**src/rtl/cycle_timer.sv**
```systemverilog
module cycle_timer #(
  parameter int OFFSET_W     = 12,
  parameter int OFFSET_LIMIT = 3072,
  parameter int COUNT_W      = 13,
  parameter int COUNT_LIMIT  = 8000,
  parameter int SEC_W        = 7,
  localparam int WORD_W      = OFFSET_W + COUNT_W + SEC_W
) (
  input  logic              clk,
  input  logic              rst_n,
  input  logic              tick_en,
  input  logic              load,
  input  logic [WORD_W-1:0] load_value,
  input  logic              roll_clear,
  output logic [WORD_W-1:0] time_word,
  output logic              roll_pulse,
  output logic              roll_sticky
);

  localparam logic [OFFSET_W-1:0] OFF_LAST = OFFSET_W'(OFFSET_LIMIT - 1);
  localparam logic [COUNT_W-1:0]  CNT_LAST = COUNT_W'(COUNT_LIMIT - 1);
  localparam int CNT_LSB = OFFSET_W;
  localparam int SEC_LSB = OFFSET_W + COUNT_W;

  logic [OFFSET_W-1:0] offset_q, offset_n;
  logic [COUNT_W-1:0]  count_q, count_n;
  logic [SEC_W-1:0]    sec_q, sec_n;
  logic                off_wrap, cnt_wrap, roll_now;

  assign off_wrap = offset_q >= OFF_LAST;
  assign cnt_wrap = off_wrap && (count_q >= CNT_LAST);

  assign offset_n = off_wrap ? '0 : offset_q + 1'b1;
  assign count_n  = cnt_wrap ? '0 : (off_wrap ? count_q + 1'b1 : count_q);
  assign sec_n    = cnt_wrap ? sec_q + 1'b1 : sec_q;

  assign roll_now = tick_en && !load && cnt_wrap &&
                    (sec_n[SEC_W-1] != sec_q[SEC_W-1]);

  always_ff @(posedge clk) begin
    if (!rst_n) begin
      offset_q <= '0;
      count_q  <= '0;
      sec_q    <= '0;
    end else if (load) begin
      offset_q <= load_value[CNT_LSB-1:0];
      count_q  <= load_value[SEC_LSB-1:CNT_LSB];
      sec_q    <= load_value[WORD_W-1:SEC_LSB];
    end else if (tick_en) begin
      offset_q <= offset_n;
      count_q  <= count_n;
      sec_q    <= sec_n;
    end
  end

  always_ff @(posedge clk) begin
    if (!rst_n) begin
      roll_pulse  <= 1'b0;
      roll_sticky <= 1'b0;
    end else begin
      roll_pulse  <= roll_now;
      roll_sticky <= roll_now || (roll_sticky && !roll_clear);
    end
  end

  assign time_word = {sec_q, count_q, offset_q};

endmodule

```
**config.mk**
```make
export PLATFORM = sky130hd
export DESIGN_NAME = cycle_timer
export DESIGN_NICKNAME = d
export VERILOG_FILES = /design/src/rtl/cycle_timer.sv
export SDC_FILE = /design/constraint.sdc
export NUM_CORES = 1
export LEC_CHECK = 0
export CORE_UTILIZATION = 31
export CTS_BUF_LIST = sky130_fd_sc_hd__clkbuf_16
export DETAILED_ROUTE_END_ITERATION = 6
export PLACE_DENSITY = 0.67
export SLEW_MARGIN = 40
export SYNTH_ARGS = -nofsm -noshare
export SYNTH_HDL_FRONTEND = slang
export SYNTH_SLANG_ARGS = --single-unit
```
**constraint.sdc**
```tcl
create_clock -name clk -period 2.11 [get_ports clk]
set_clock_uncertainty 0.05 [all_clocks]
set_input_delay 0.422 -clock clk [delete_from_list [all_inputs] [get_ports clk]]
set_output_delay 0.422 -clock clk [all_outputs]
set_load 0.005 [all_outputs]
```
==> summary.md <==
| Metric | Value |
|---|---|
| Worst VDD drop | `0.0005472 V` |
| CTS max path bufs | `2` |
| Final Cycle Share | `96.39%` |
| DR pass1 iterations | `4` |
| Initial DRC count | `99` |
| Synth top area cells | `dfxtp_1 34%, o21ai_0 7.9%, nand2_1 5.7%` |
| Post-synth top area share | `33.52%` |
| Crit-path max FO | `7` |
| Leakage | `1.203 nW` |
| Vias per cell | `5.428` |
| Maxcap violations | `0` |
| Full die area | `0.006878 mm^2` |
| Fin util | `51.86%` |
| Crit-path max cell delay | `0.50 ns` |
| CP Launch Type | `register` |
| Cell Chain, Critical Path | `ha_2, nand2_2, o31ai_4, buf_4, nand4b_4, or4_4, a31oi_1` |
| Crit-path slowest cell | `or4_4` |
| Worst Max-Slew Pin Slew | `0.4703 ns` |
| Max-slew violation count | `0` |
| First-pass GRT wire length | `10,520 um` |
| Number of CTS-inserted buffers | `5` |
| Sequential area share after synthesis | `33.52%` |
| Initial Utilization | `31.98%` |
| I/O Buffers | `70` |
| Clock latency at the later pin of the worst-skew pair | `0.28 ns` |
| Post-Syn Area | `0.002031 mm^2` |
| Ys async rst share | `0%` |
| Num rows | `29` |
| Largest family of logic cells by synthesized area | `compound AO/OA/AOI/OAI gates` |
| Post-layout min period | `2.034 ns` |
| Netlist cell types | `49` |
| Post-synth EDFFs | `0` |
| Final worst slack | `0.07609 ns` |
| Die width | `82.94 um` |
| Synth Instances | `263` |
| Yosys Warn Count | `0` |
| Final-report hold violation count | `0` |
| Initial antenna violation count | `0` |
| Worst Path Required | `2.26 ns` |
| Share of cells above drive strength 1 | `16.44%` |
| Cell accounting for the most synthesized area | `dfxtp_1` |
| Hold Crit Class | `reg -> reg` |
| Post-synthesis simple-gate area fraction | `25.88%` |
| Final setup viols | `0` |
| Sink Count | `34` |
| Outcome | `complete, no violations` |
| H-tree level count | `2` |
| Largest net degree at the start of global routing | `27` |
| Most common cell after layout, fill and taps aside | `clkdlybuf4s50_1` |
| Xor/xnor share of the synthesized area | `3.450%` |
| Crit path capture type | `register` |
| Post-DRT Antenna Nets | `0` |
| Vias | `2,399` |
| Setup CP Type | `reg -> reg` |
| Yosys reg bits | `34` |
| Worst Path Buf+Inv | `1` |
| Post-CTS Hold Buffers | `0` |
| Gpl congestion | `0.8771` |
| Detailed Route WL | `6506 um` |
| Syn_nets | `303` |
| Placeable core region | `0.006350 mm^2` |
| Delay-heaviest family, CP | `simple AND/OR/NAND/NOR gates` |
| Fin nets | `404` |
| Syn-to-layout area delta | `62.17%` |
| Root buf cell | `clkbuf_16` |
| All-Layer GR Usage | `18.50%` |
| Post-synthesis mux area share | `0.4929%` |
| Cell Pwr Density | `629.8 mW/mm^2` |
| Most frequent cells in the layout | `70 x clkdlybuf4s50_1, 40 x buf_4, 32 x o21ai_0, 32 x dfxtp_1, 30 x nand2_1` |
| Peak Freq | `491.7 MHz` |
| Compound-Gate Fraction of Synth Area | `30.13%` |
| Placement-stage worst setup slack | `-0.02374 ns` |
| Clock-pin slew on the worst setup and hold paths | `0.05 ns` |
| Detailed placer's ending HPWL | `4874 um` |
| Crit path DAT | `2.19 ns` |
| Vias in the first global route | `2,285` |
| Drt wl/cell | `14.72 um` |
| Overflow after GRT | `0` |
| Die Ht | `82.94 um` |
| # diodes | `0` |
| Top_reg_cell synth | `dfxtp_1` |
| TritonCTS clock tree | `built` |
| Rel. slew slack | `68.38%` |
| Post-Synth Adder-Cell Area | `1.848%` |
| # fillers | `607` |
| Total power | `0.002074 W` |
| Worst hold slack | `0.4455 ns` |
| Synthesized area per cell | `7.721 um^2` |
| # IOs | `71` |
| Residual DRC | `0` |
cells by family (layout without fill, tap and decap cells):
family | count (synthesis) | in the layout
and+or+nand+nor | 98 | 98
AOI/OAI and AO/OA | 95 | 95
DFF | 34 | 34
buffers and inverters | 24 | 126
xor gates and xnor gates | 8 | 8
adders and majority gates | 3 | 3
muxes | 1 | 1
cells in the mapped netlist (2+ instances only):
cell type and instances:
a21boi_0 2, a21oi_1 20, a31oi_1 11, a32o_1 2, and3_1 4, clkbuf_1 14, dfxtp_1 34, ha_1 3
inv_1 7, nand2_1 31, nand2b_1 2, nand3_1 17, nand4_1 6, nor2_1 12, nor3_1 6, nor4_1 4
o211ai_1 3, o21a_1 2, o21ai_0 32, o31a_1 4, o31ai_1 6, o41ai_1 2, or3_1 4, or4_1 4
xnor2_1 6, xor2_1 2
path summary, 6_finish.rpt:
| path | from | end | slack, ns | cells after the start |
|---|---|---|---|---|
| worst min register to register | roll_sticky$_SDFF_PN0_ | roll_sticky$_SDFF_PN0_ | 0.45 | 2 |
| worst max register to register | offset_q[1]$_SDFFE_PN0P_ | sec_q[3]$_SDFFE_PN0P_ | 0.08 | 7 |
| worst max-delay path | offset_q[1]$_SDFFE_PN0P_ | sec_q[3]$_SDFFE_PN0P_ | 0.08 | 7 |
| worst min-delay path | roll_sticky$_SDFF_PN0_ | roll_sticky$_SDFF_PN0_ | 0.45 | 2 |
power breakdown:
part           internal, W  total (W)  switching (W)
Clock             0.000672   0.000945       0.000273
Sequential        0.000686   0.000729      0.0000431
Combinational     0.000233   0.000400       0.000167
Total              0.00159    0.00207       0.000483
routing by layer:
layer  vias to the layer above  wire [um]  GRT usage [%]  part of all wire, %
met1                      1115       2956          23.97                   45
met2                        79       3155          31.82                   48
met5                         -          0              0                    0
met4                         0         45          4.545                 0.69
li1                       1198          -              -                    -
met3                         7        349          3.181                  5.4
through the flow:
step / cell area, um^2 / TNS, ns / instances
floorplan: 2031 / 0 / 263
global placement: 3064 / -0.01976 / 432
detailed placement: 3064 / -0.03470 / 432
CTS: 3253 / 0 / 440
global route: 3293 / -0.008454 / 442
finish: 3293 / 0 / 442
worst min-delay path: cells and delay by family, from the launching register on:
kind            cells  cell delay [ns]
flops               1             0.31
compound gates      1             0.06
simple gates        1             0.08
timing repair:
item,4_1_cts,5_1_grt
endpoints found under the hold margin,0,0
setup buffers,0,2
setup endpoints to repair,0,10
gates resized for setup,0,8
cell type report:
type	count	area (um^2)	area share, %
clock buffer	5	125.1	3.799
inverter	7	26.28	0.7979
timing repair buffer	111	1021	31.00
multi-input combinational	205	1277	38.79
clock inverter	3	63.81	1.938
tap	77	96.34	2.926
sequential	34	683.2	20.74
registers in the layout, indices dropped and copies added (netlist names):
name         count
count_q         13
offset_q        12
roll_pulse       1
roll_sticky      1
sec_q            7
Note: power is estimated with default switching activity, not from simulation.
